## src/rtl/pwb_pkg.sv

```systemverilog
package pwb_pkg;
  localparam logic [3:0] CMD_IO_WR      = 4'h3;
  localparam logic [3:0] CMD_MEM_WR     = 4'h7;
  localparam logic [3:0] CMD_CFG_WR     = 4'hB;
  localparam logic [3:0] CMD_MEM_WR_BLK = 4'hF;

  typedef enum logic [1:0] {DR_IDLE, DR_REQ, DR_DATA} drain_st_e;

  function automatic logic is_posted(logic [3:0] cmd);
    return (cmd == CMD_MEM_WR) || (cmd == CMD_MEM_WR_BLK);
  endfunction

  function automatic logic [3:0] xlate_cmd(logic [3:0] cmd, logic conv);
    return (conv && cmd == CMD_MEM_WR_BLK) ? CMD_MEM_WR : cmd;
  endfunction
endpackage

```

## src/rtl/pwb_store.sv

```systemverilog
module pwb_store #(
  parameter int DEPTH  = 128,
  parameter int DATA_W = 32,
  localparam int BE_W  = DATA_W / 8,
  localparam int IDX_W = $clog2(DEPTH)
) (
  input  logic              clk_i,
  input  logic              wr_en_i,
  input  logic [IDX_W-1:0]  wr_idx_i,
  input  logic [DATA_W-1:0] wr_data_i,
  input  logic [BE_W-1:0]   wr_be_i,
  input  logic [IDX_W-1:0]  rd_idx_i,
  output logic [DATA_W-1:0] rd_data_o,
  output logic [BE_W-1:0]   rd_be_o
);
  logic [DATA_W-1:0] data_q [DEPTH];
  logic [BE_W-1:0]   be_q   [DEPTH];

  always_ff @(posedge clk_i) begin
    if (wr_en_i) begin
      data_q[wr_idx_i] <= wr_data_i;
      be_q[wr_idx_i]   <= wr_be_i;
    end
  end

  assign rd_data_o = data_q[rd_idx_i];
  assign rd_be_o   = be_q[rd_idx_i];
endmodule

```

## src/rtl/pwb_fill.sv

```systemverilog
module pwb_fill import pwb_pkg::*; #(
  parameter int NUM_SECT = 4,
  parameter int BEATS    = 32,
  parameter int HI_W     = 25,
  localparam int OFF_W   = $clog2(BEATS),
  localparam int SP_W    = $clog2(NUM_SECT)
) (
  input  logic                          clk_i,
  input  logic                          rst_ni,
  input  logic                          in_valid_i,
  input  logic [HI_W+OFF_W-1:0]         in_waddr_i,
  input  logic                          in_last_i,
  input  logic [3:0]                    in_cmd_i,
  output logic                          in_ready_o,
  output logic                          wr_en_o,
  output logic [SP_W+OFF_W-1:0]         wr_idx_o,
  input  logic                          release_i,
  input  logic [SP_W-1:0]               release_sect_i,
  output logic [NUM_SECT-1:0]           sect_occ_o,
  output logic [NUM_SECT-1:0]           sect_closed_o,
  output logic [NUM_SECT-1:0]           sect_tail_o,
  output logic [NUM_SECT-1:0][OFF_W-1:0] sect_start_o,
  output logic [NUM_SECT-1:0][OFF_W-1:0] sect_end_o,
  output logic [NUM_SECT-1:0][HI_W-1:0]  sect_base_o,
  output logic [NUM_SECT-1:0][3:0]       sect_cmd_o
);
  logic [SP_W-1:0]  wr_ptr_q;
  logic             filling_q;
  logic [OFF_W-1:0] off;
  logic             posted, acc, closing;

  assign off        = in_waddr_i[OFF_W-1:0];
  assign posted     = is_posted(in_cmd_i);
  assign in_ready_o = !posted || filling_q || !sect_occ_o[wr_ptr_q];
  assign acc        = in_valid_i && in_ready_o && posted;
  assign closing    = in_last_i || (off == OFF_W'(BEATS - 1));
  assign wr_en_o    = acc;
  assign wr_idx_o   = {wr_ptr_q, off};

  always_ff @(posedge clk_i or negedge rst_ni) begin
    if (!rst_ni) begin
      wr_ptr_q      <= '0;
      filling_q     <= 1'b0;
      sect_occ_o    <= '0;
      sect_closed_o <= '0;
      sect_tail_o   <= '0;
      sect_start_o  <= '0;
      sect_end_o    <= '0;
      sect_base_o   <= '0;
      sect_cmd_o    <= '0;
    end else begin
      if (release_i) begin
        sect_occ_o[release_sect_i]    <= 1'b0;
        sect_closed_o[release_sect_i] <= 1'b0;
      end
      if (acc) begin
        if (!filling_q) begin
          sect_occ_o[wr_ptr_q]   <= 1'b1;
          sect_start_o[wr_ptr_q] <= off;
          sect_base_o[wr_ptr_q]  <= in_waddr_i[HI_W+OFF_W-1:OFF_W];
          sect_cmd_o[wr_ptr_q]   <= in_cmd_i;
        end
        sect_end_o[wr_ptr_q] <= off;
        if (closing) begin
          sect_closed_o[wr_ptr_q] <= 1'b1;
          sect_tail_o[wr_ptr_q]   <= in_last_i;
          wr_ptr_q                <= wr_ptr_q + SP_W'(1);
          filling_q               <= 1'b0;
        end else begin
          filling_q <= 1'b1;
        end
      end
    end
  end

  AST_OPEN_OWNED: assert property (@(posedge clk_i) disable iff (!rst_ni)
    filling_q |-> sect_occ_o[wr_ptr_q] && !sect_closed_o[wr_ptr_q]);
  AST_RELEASE_SEALED: assert property (@(posedge clk_i) disable iff (!rst_ni)
    release_i |-> sect_closed_o[release_sect_i]);
endmodule

```

## src/rtl/pwb_drain.sv

```systemverilog
module pwb_drain import pwb_pkg::*; #(
  parameter int NUM_SECT = 4,
  parameter int BEATS    = 32,
  parameter int HI_W     = 25,
  parameter int BYTE_W   = 2,
  localparam int OFF_W   = $clog2(BEATS),
  localparam int SP_W    = $clog2(NUM_SECT),
  localparam int ADDR_W  = HI_W + OFF_W + BYTE_W
) (
  input  logic                          clk_i,
  input  logic                          rst_ni,
  input  logic                          dst_conv_i,
  input  logic [NUM_SECT-1:0]           sect_occ_i,
  input  logic [NUM_SECT-1:0]           sect_closed_i,
  input  logic [NUM_SECT-1:0]           sect_tail_i,
  input  logic [NUM_SECT-1:0][OFF_W-1:0] sect_start_i,
  input  logic [NUM_SECT-1:0][OFF_W-1:0] sect_end_i,
  input  logic [NUM_SECT-1:0][HI_W-1:0]  sect_base_i,
  input  logic [NUM_SECT-1:0][3:0]       sect_cmd_i,
  output logic                          req_o,
  output logic [ADDR_W-1:0]             req_addr_o,
  output logic [3:0]                    req_cmd_o,
  input  logic                          gnt_i,
  output logic                          beat_valid_o,
  input  logic                          beat_ready_i,
  output logic                          beat_last_o,
  output logic [SP_W+OFF_W-1:0]         rd_idx_o,
  output logic                          release_o,
  output logic [SP_W-1:0]               release_sect_o
);
  drain_st_e        state_q;
  logic [SP_W-1:0]  rd_ptr_q, nxt;
  logic [OFF_W-1:0] rd_off_q;
  logic             cur_rdy, at_end, cont;

  assign nxt     = rd_ptr_q + SP_W'(1);
  assign cur_rdy = sect_occ_i[rd_ptr_q] && sect_closed_i[rd_ptr_q];
  assign at_end  = rd_off_q == sect_end_i[rd_ptr_q];
  // next ring sector belongs to the same write whenever the current one was not tail-sealed
  assign cont    = !sect_tail_i[rd_ptr_q] && sect_occ_i[nxt] && sect_closed_i[nxt];

  assign req_o          = state_q == DR_REQ;
  assign req_addr_o     = {sect_base_i[rd_ptr_q], sect_start_i[rd_ptr_q], {BYTE_W{1'b0}}};
  assign req_cmd_o      = xlate_cmd(sect_cmd_i[rd_ptr_q], dst_conv_i);
  assign beat_valid_o   = state_q == DR_DATA;
  assign beat_last_o    = at_end && !cont;
  assign rd_idx_o       = {rd_ptr_q, rd_off_q};
  assign release_o      = beat_valid_o && beat_ready_i && at_end;
  assign release_sect_o = rd_ptr_q;

  always_ff @(posedge clk_i or negedge rst_ni) begin
    if (!rst_ni) begin
      state_q  <= DR_IDLE;
      rd_ptr_q <= '0;
      rd_off_q <= '0;
    end else begin
      unique case (state_q)
        DR_IDLE: if (cur_rdy) begin
          state_q  <= DR_REQ;
          rd_off_q <= sect_start_i[rd_ptr_q];
        end
        DR_REQ: if (gnt_i) state_q <= DR_DATA;
        DR_DATA: if (beat_ready_i) begin
          if (at_end) begin
            rd_ptr_q <= nxt;
            if (cont) rd_off_q <= sect_start_i[nxt];
            else      state_q  <= DR_IDLE;
          end else begin
            rd_off_q <= rd_off_q + OFF_W'(1);
          end
        end
        default: state_q <= DR_IDLE;
      endcase
    end
  end

  AST_DRAIN_SEALED: assert property (@(posedge clk_i) disable iff (!rst_ni)
    state_q != DR_IDLE |-> sect_occ_i[rd_ptr_q] && sect_closed_i[rd_ptr_q]);
endmodule

```

## src/rtl/posted_wr_buf.sv

```systemverilog
module posted_wr_buf import pwb_pkg::*; #(
  parameter int NUM_SECT   = 4,
  parameter int SECT_BYTES = 128,
  parameter int DATA_W     = 32,
  parameter int ADDR_W     = 32,
  localparam int BE_W      = DATA_W / 8,
  localparam int BYTE_W    = $clog2(BE_W),
  localparam int BEATS     = SECT_BYTES / BE_W,
  localparam int OFF_W     = $clog2(BEATS),
  localparam int SP_W      = $clog2(NUM_SECT),
  localparam int HI_W      = ADDR_W - OFF_W - BYTE_W
) (
  input  logic              clk_i,
  input  logic              rst_ni,
  input  logic              dst_conv_i,
  input  logic              in_valid_i,
  output logic              in_ready_o,
  input  logic [ADDR_W-1:0] in_addr_i,
  input  logic [DATA_W-1:0] in_data_i,
  input  logic [BE_W-1:0]   in_be_i,
  input  logic              in_last_i,
  input  logic [3:0]        in_cmd_i,
  output logic              req_o,
  output logic [ADDR_W-1:0] req_addr_o,
  output logic [3:0]        req_cmd_o,
  input  logic              gnt_i,
  output logic              beat_valid_o,
  input  logic              beat_ready_i,
  output logic [DATA_W-1:0] beat_data_o,
  output logic [BE_W-1:0]   beat_be_o,
  output logic              beat_last_o
);
  logic                           wr_en, rel;
  logic [SP_W+OFF_W-1:0]          wr_idx, rd_idx;
  logic [SP_W-1:0]                rel_sect;
  logic [NUM_SECT-1:0]            occ, closed, tail;
  logic [NUM_SECT-1:0][OFF_W-1:0] start_off, end_off;
  logic [NUM_SECT-1:0][HI_W-1:0]  base;
  logic [NUM_SECT-1:0][3:0]       cmd;

  pwb_fill #(.NUM_SECT(NUM_SECT), .BEATS(BEATS), .HI_W(HI_W)) i_fill (
    .clk_i, .rst_ni, .in_valid_i,
    .in_waddr_i    (in_addr_i[ADDR_W-1:BYTE_W]),
    .in_last_i, .in_cmd_i, .in_ready_o,
    .wr_en_o       (wr_en),
    .wr_idx_o      (wr_idx),
    .release_i     (rel),
    .release_sect_i(rel_sect),
    .sect_occ_o    (occ),
    .sect_closed_o (closed),
    .sect_tail_o   (tail),
    .sect_start_o  (start_off),
    .sect_end_o    (end_off),
    .sect_base_o   (base),
    .sect_cmd_o    (cmd)
  );

  pwb_store #(.DEPTH(NUM_SECT * BEATS), .DATA_W(DATA_W)) i_store (
    .clk_i,
    .wr_en_i  (wr_en),
    .wr_idx_i (wr_idx),
    .wr_data_i(in_data_i),
    .wr_be_i  (in_be_i),
    .rd_idx_i (rd_idx),
    .rd_data_o(beat_data_o),
    .rd_be_o  (beat_be_o)
  );

  pwb_drain #(.NUM_SECT(NUM_SECT), .BEATS(BEATS), .HI_W(HI_W), .BYTE_W(BYTE_W)) i_drain (
    .clk_i, .rst_ni, .dst_conv_i,
    .sect_occ_i    (occ),
    .sect_closed_i (closed),
    .sect_tail_i   (tail),
    .sect_start_i  (start_off),
    .sect_end_i    (end_off),
    .sect_base_i   (base),
    .sect_cmd_i    (cmd),
    .req_o, .req_addr_o, .req_cmd_o, .gnt_i,
    .beat_valid_o, .beat_ready_i, .beat_last_o,
    .rd_idx_o      (rd_idx),
    .release_o     (rel),
    .release_sect_o(rel_sect)
  );

  AST_ALIGNED_IN: assert property (@(posedge clk_i) disable iff (!rst_ni)
    in_valid_i |-> in_addr_i[BYTE_W-1:0] == '0);
  AST_REQ_HOLD: assert property (@(posedge clk_i) disable iff (!rst_ni)
    req_o && !gnt_i |=> req_o && $stable(req_addr_o) && $stable(req_cmd_o));
  AST_BEAT_HOLD: assert property (@(posedge clk_i) disable iff (!rst_ni)
    beat_valid_o && !beat_ready_i |=> beat_valid_o && $stable(beat_data_o) && $stable(beat_be_o));
  AST_CONV_CMD: assert property (@(posedge clk_i) disable iff (!rst_ni)
    req_o && dst_conv_i |-> req_cmd_o == CMD_MEM_WR);
  AST_PHASE_EXCL: assert property (@(posedge clk_i) disable iff (!rst_ni)
    !(req_o && beat_valid_o));
endmodule

```

## config.mk

```make
export PLATFORM = sky130hd
export DESIGN_NAME = posted_wr_buf
export DESIGN_NICKNAME = d
export VERILOG_FILES = /design/src/rtl/pwb_pkg.sv /design/src/rtl/pwb_store.sv /design/src/rtl/pwb_fill.sv /design/src/rtl/pwb_drain.sv /design/src/rtl/posted_wr_buf.sv
export SDC_FILE = /design/constraint.sdc
export NUM_CORES = 2
export LEC_CHECK = 0
export ABC_AREA = 0
export BUFFER_PORTS_ARGS = -buffer_cell sky130_fd_sc_hd__buf_2
export CAP_MARGIN = 10
export CORE_MARGIN = 10
export CORE_UTILIZATION = 55
export DETAILED_ROUTE_END_ITERATION = 8
export PLACE_DENSITY = 0.79
export SLEW_MARGIN = 20
export SYNTH_ARGS = -nofsm -noshare
export SYNTH_HDL_FRONTEND = slang
export SYNTH_MEMORY_MAX_BITS = 65536
export SYNTH_SLANG_ARGS = --single-unit
```

## constraint.sdc

```tcl
create_clock -name clk_i -period 10.6 [get_ports clk_i]
set_input_delay 0.53 -clock clk_i [delete_from_list [all_inputs] [get_ports clk_i]]
set_output_delay 0.53 -clock clk_i [all_outputs]
set_load 0.05 [all_outputs]
```

### Yosys cells after proc, flatten, opt, wreduce, memory -nomap -nowiden

Memories as Yosys holds them, arrays and structs flattened.
Cells that the tools add are included.

* memories kept: 2
* logic and storage cells: 137
* bits in registers: 180
* RAM bits: 4608
* input port bits: 79
* output and inout port bits: 76

Memories
* i_store.data_q: depth 128, bits a word 32, read ports 1, clocked after Yosys merged registers in 0, write ports 1, line pwb_store.sv:16 `logic [DATA_W-1:0] data_q [DEPTH];`
* i_store.be_q: depth 128, bits a word 4, read ports 1, clocked after Yosys merged registers in 0, write ports 1, line pwb_store.sv:17 `logic [BE_W-1:0] be_q [DEPTH];`

* equal/unequal tests: 13
* $add $sub $neg: 3
* magnitude comparators: 5
* mux-type cells: 58
* bitwise gates (word level): 6
* reductions and logical operators: 26

Operator list (count)
* bitwise mux 100 bit: 1
* binary-select mux 25 bit (select 2 bit): 1
* demux 25 bit (select 2 bit): 1
* two-way mux 25 bit: 2
* bitwise mux 20 bit: 2
* two-way mux 5 bit: 8
* two-way mux 4 bit: 9
* binary-select mux 5 bit (select 2 bit): 3
* bitwise mux 16 bit: 1
* binary-select mux 1 bit (select 2 bit): 6
* logical AND 1 bit: 11
* two-way mux 1 bit: 11
* demux 5 bit (select 2 bit): 1
* two-way mux 2 bit: 5
* case mux 5 bit (2 select lines): 1
* < comparator 2 x 3 -> 1 bit, second input constant: 3
* bitwise AND 4 bit: 2
* binary-select mux 4 bit (select 2 bit): 1
* demux 4 bit (select 2 bit): 1
* equality test 4 bit, second input constant: 2
* bitwise OR 4 bit: 2
* inequality test 2 bit, second input constant: 3
* case mux 2 bit (3 select lines): 1
* adder 5 x 1 -> 5 bit, second input constant: 1
* other kinds (21): 32

### Depth between registers and ports, before layout

* word-level depth: 10
* depth in mapped cells: 13
* mapped depth without buffers: 8

### Modules after synthesis

A second synthesis with hierarchy kept.

* cells, all modules: 7243
* area, all modules: 183851.3 um^2

By module, submodules not included
* pwb_store: cells an instance 6673, area each 174914.0 um^2, times used 1, seq. area each 138372.7 um^2
* pwb_fill: cells an instance 403, area each 6981.7 um^2, times used 1, seq. area each 4279.1 um^2
* pwb_drain: cells an instance 167, area each 1955.6 um^2, times used 1, seq. area each 225.2 um^2

### Least setup slack after synthesis

No wires, ideal clock.

* kind: reg2reg
* from: register i_drain.rd_ptr_q[0], in the netlist i_drain.release_sect_o[0]
* to: register i_drain.rd_off_q[2]
* setup time: 0.152 ns
* data arrival time: 3.886 ns
* period minus slack after synthesis: 4.038 ns
* data required time: 10.448 ns
* buffers on the path: 5
* slack: 6.562 ns
* cell stages (with the launch flop): 14
* path through: dfrtp_1 -> buf_2 -> inv_1 -> buf_1 -> buf_2 -> buf_2 -> ha_1 -> clkbuf_1 -> nand3b_1 -> a211o_1 -> nand2_1 -> nor3_1 -> or2_2 -> o221ai_1

* cells in the longest elaborated chain, start to end: 7
* elaborated cells between the ends (all ways): 30
* those cells by class: add/sub: 1; eq/ne: 3; mux: 21; reduce/logical: 5

Ends and longest elaborated chain
* start, declared: line pwb_drain.sv:32 `logic [SP_W-1:0] rd_ptr_q, nxt;`
* start signal, assigned: line pwb_drain.sv:65 `rd_ptr_q <= nxt;`
* adder 2 x 1 -> 2 bit *: line pwb_drain.sv:36 `assign nxt = rd_ptr_q + SP_W'(1);`
* named net i_drain.nxt[0]: line pwb_drain.sv:32
* binary-select mux 5 bit (select 2 bit) / binary-select mux 1 bit (select 2 bit) (equally long branches): line pwb_drain.sv:66, pwb_drain.sv:40
* two-way mux 5 bit (implied by the code) / two-way mux 1 bit (equally long branches): line pwb_drain.sv:66, pwb_drain.sv:40
* two-way mux 5 bit / logical AND 1 bit (equally long branches): line pwb_drain.sv:66, pwb_drain.sv:40
* two-way mux 5 bit / logical AND 1 bit (equally long branches): line pwb_drain.sv:64, pwb_drain.sv:40
* two-way mux 5 bit / inequality test 3 bit (equally long branches)
* case mux 5 bit (2 select lines) / AND reduction 4 bit (equally long branches)
* end signal, assigned: line pwb_drain.sv:60 `rd_off_q <= sect_start_i[rd_ptr_q];`
* end signal, assigned: line pwb_drain.sv:66 `if (cont) rd_off_q <= sect_start_i[nxt];`
* end signal, assigned: line pwb_drain.sv:69 `rd_off_q <= rd_off_q + OFF_W'(1);`
* end, declared: line pwb_drain.sv:33 `logic [OFF_W-1:0] rd_off_q;`

Mark *: on every way through the listed nets, which the timed path passes. The rest lies on a longest branch. The select of a mux whose other input is x is not followed.
A chain may end at the register's enable or synchronous reset.

### Worst setup path after layout

* from: register i_drain.rd_off_q[2]
* to: output beat_data_o[6]

* cells in the longest elaborated chain, start to end: 1

Ends and longest elaborated chain
* memory (128 x 32 bit)
* end, declared: line posted_wr_buf.sv:29 `output logic [DATA_W-1:0] beat_data_o,`

Every way passes these cells.

==> metrics <==
status=complete, no violations; Post-Synthesis Cell Area=185000 um2; Seq/Total Area, Yosys=77.1%; Final Cell Area=208000 um2; layout cell share with drive strength beyond 1=28.2%; io pins=155; TritonCTS buffer count=442; FMAX=141 MHz; Post-Syn Area per Cell=22.7 um2; clock tree sinks=4788; maximum clock insertion buffer count=4; count of state elements after synthesis=4788; Synth area leaders=edfxtp_1 75%, mux4_2 13%, mux2i_1 2.6%, dfrtp_1 2.4%, mux2_2 0.95%; clock root buffer=clkbuf_16; # setup viols final=0; Worst-Margin Slew=1.33 ns; post_cts resized=0; WL final=534 mm; clk_skew=0.108 ns; drt pass-1 iters=8; nets=8737; Post-CTS Setup Inserts=0; Slew Limit Fails=0; largest net degree at the start of global routing=106; CTS clock-pin slew for the worst setup and hold paths=0.07 ns; global route overflow=0; Synthesis Warnings=0; critical path class=reg2out; share of the synthesized area in the top cell type=74.6%; final period utilization=67.0%; DR DRC count=0; Syn-to-layout area delta=12.0%; Setup TNS=0 ns; fin crit period=7.10 ns; Core Area=336000 um2; Hold Crit Class=in2reg; CP bufs+invs=3; row cnt=213; crit path launch type=flip-flop; placed inst area=192000 um2; CP peak stage delay=1.06 ns; Fin. Hold Viols=0; number of synthesized flops with an enable pin=4608; HPWL Detailed=276 mm; CP cell instances=buf_4, nor2b_4, buf_4, a221oi_1, o21ai_0, a211oi_1, a31oi_1, o32ai_1, buf_2; Cell variety after synth=79; Crit-path slowest cell=a211oi_1; die width=601 um; first-pass GRT wire length=746 mm; Most common cell on crit path=buf_4; via count=95900; CTS H-tree lvls=5; DRT antenna net count=0; maxcap violations=0; asr flop ratio synth=3.76%; DIE AREA=361000 um2; die height=601 um; crit-path max FO=29; Crit path max-delay family=compound AO/OA/AOI/OAI gates; WL/cell=39.3 um; Req. time, crit path=10.07 ns; crit path DAT=6.57 ns; starting density of the core=55.2%; PwrDens=247 nW/um2; RSZ-0062 raised after global routing=no; total track usage=29.0%; routability congestion estimate=0.864; later-pin clock latency in the skew report=1.05 ns; top cell type by total area after synthesis=edfxtp_1; number of global-route vias before repair=98000; vias per inst=7.06; Slew headroom=10.4%; CTS tree=built; initial antenna violation count=57; port buffer count=150; Peak VDD IR=0.000190 V; Leakage Power=64.5 nW; ys flop type=edfxtp_1; Hold Buf Count CTS=43; Initial DRC Count=17300; CP endpoint kind=primary output; Cells after Synth=8170
-- state kept, by name, summed over array words and instances (netlist names) --
signal / cells
i_drain.release_sect_o: 2
i_drain.state_q: 2
i_store.be_q: 512
i_fill.sect_end_o: 20
i_fill.sect_tail_o: 4
i_drain.rd_off_q: 5
i_fill.wr_ptr_q: 2
i_fill.sect_closed_o: 4
i_store.data_q: 4096
i_fill.sect_occ_o: 4
i_fill.sect_base_o: 100
i_fill.filling_q: 1
i_fill.sect_start_o: 20
i_fill.sect_cmd_o: 16
-- final timing paths --
check	slack [ns]	end	cells after the start	startpoint
max in group asynchronous	9.00	i_drain.rd_off_q[0]$_DFFE_PN0P_	3	rst_ni
setup / recovery	3.50	beat_data_o[6]	9	i_drain.rd_off_q[2]$_DFFE_PN0P_
hold / removal	0.04	i_store.data_q[25][19]$_DFFE_PP_	1	in_data_i[19]
min in group asynchronous	0.22	i_fill.sect_base_o[44]$_DFFE_PN0P_	2	rst_ni
hold reg to reg	0.47	i_fill.sect_cmd_o[4]$_DFFE_PN0P_	1	i_fill.sect_cmd_o[4]$_DFFE_PN0P_
setup reg to reg	5.49	i_drain.state_q[1]$_DFFE_PN0P_	10	i_drain.release_sect_o[0]$_DFFE_PN0P_
-- cell usage after synthesis, drive strengths merged, types with 7 or more instances --
cell	n
edfxtp	4608
mux4	1137
mux2i	480
buf	299
nor2	181
dfrtp	180
clkbuf	168
a21oi	157
mux2	157
o21ai	122
a221oi	110
nand2	108
o221ai	97
o22ai	36
a22oi	33
o211ai	25
nand3	23
or2	21
a211oi	18
nor3	14
inv	13
a31oi	12
o31ai	11
and2	10
ha	9
nand2b	9
nand3b	9
xnor2	9
a211o	8
nor2b	8
a21o	7
and3	7
o2bb2ai	7
-- layer usage --
layer | vias up | GRT usage (%) | wire length (um)
li1 | 35800 | - | -
met1 | 49200 | 36.1 | 166000
met2 | 8937 | 44.1 | 245000
met3 | 1979 | 10.1 | 82800
met4 | 20 | 17.8 | 39400
met5 | - | 0 | 130
-- final cells by class --
cell class / count / area [um2]
sequential: 4788 / 143000
fill: 21000 / 129000
multi-input combinational: 2901 / 40300
clock buffer: 546 / 11700
tap: 4515 / 5650
timing repair buffer: 502 / 3950
clock inverter: 270 / 2930
antenna: 43 / 108
inverter: 14 / 62.6
-- report_power, final --
part | total (mW) | switching [mW] | internal (mW)
clock | 16.0 | 7.14 | 8.88
combinational | 13.9 | 9.06 | 4.88
sequential | 21.3 | 0.299 | 21.0
-- worst reg2reg max path, stage by stage, from the launching register on --
cell	delay [ns]
dfrtp_4	0.87
buf_4	0.48
buf_4	0.48
buf_4	0.74
mux4_2	0.61
xnor2_1	0.16
nand3_1	0.22
nor3_1	0.52
a21oi_1	0.18
a21o_1	0.17
dlygate4sd3_1	0.56
-- cells by family (layout without fill, tap and decap cells) --
logic type	count (synthesis)	count (layout)	synth area share, %
flip-flops	4788	4788	77.1
multiplexers	1774	1774	17.4
AO/OA/AOI/OAI	700	700	2.62
buffers and inverters	482	1332	1.79
AND/OR/NAND/NOR	406	406	0.973
XOR/XNOR	10	10	0.0473
adder cells (fa/ha/maj)	9	9	0.0607
other	1	45	0.00202
-- stage by stage --
stage	power [mW]	setup WS [ns]	utilization [%]	hold slack, ns	instances
2_1_floorplan	30.1	6.56	-	0.234	8171
3_3_place_gp	34.7	4.78	57.2	0.446	12700
3_5_place_dp	35.0	4.75	57.2	0.450	12700
4_1_cts	50.9	3.66	61.7	0.00144	13500
5_1_grt	52.2	3.50	61.7	0.0342	13600
6_report	51.3	3.50	61.8	0.0376	13600
-- cell usage in the layout, fill, tap and decap left out, types with 10 or more instances in the layout --
| cell | n |
|---|---|
| a211oi_1 | 18 |
| a21oi_1 | 156 |
| a221oi_1 | 110 |
| a22oi_1 | 33 |
| a31oi_1 | 12 |
| buf_12 | 24 |
| buf_2 | 114 |
| buf_4 | 313 |
| bufinv_16 | 41 |
| clkbuf_1 | 85 |
| clkbuf_16 | 444 |
| clkbuf_8 | 17 |
| clkinv_1 | 96 |
| clkinv_16 | 20 |
| clkinv_2 | 79 |
| clkinvlp_4 | 24 |
| dfrtp_1 | 173 |
| diode_2 | 43 |
| dlygate4sd3_1 | 43 |
| edfxtp_1 | 4608 |
| inv_1 | 10 |
| mux2_2 | 156 |
| mux2i_1 | 480 |
| mux4_1 | 32 |
| mux4_2 | 1105 |
| nand2_1 | 106 |
| nand3_1 | 21 |
| nor2_1 | 45 |
| nor2_4 | 133 |
| nor3_1 | 12 |
| o211ai_1 | 25 |
| o21ai_0 | 118 |
| o221ai_1 | 97 |
| o22ai_1 | 35 |
| o31ai_1 | 10 |
| or2_2 | 21 |
Note: power is estimated with default switching activity, not from simulation.
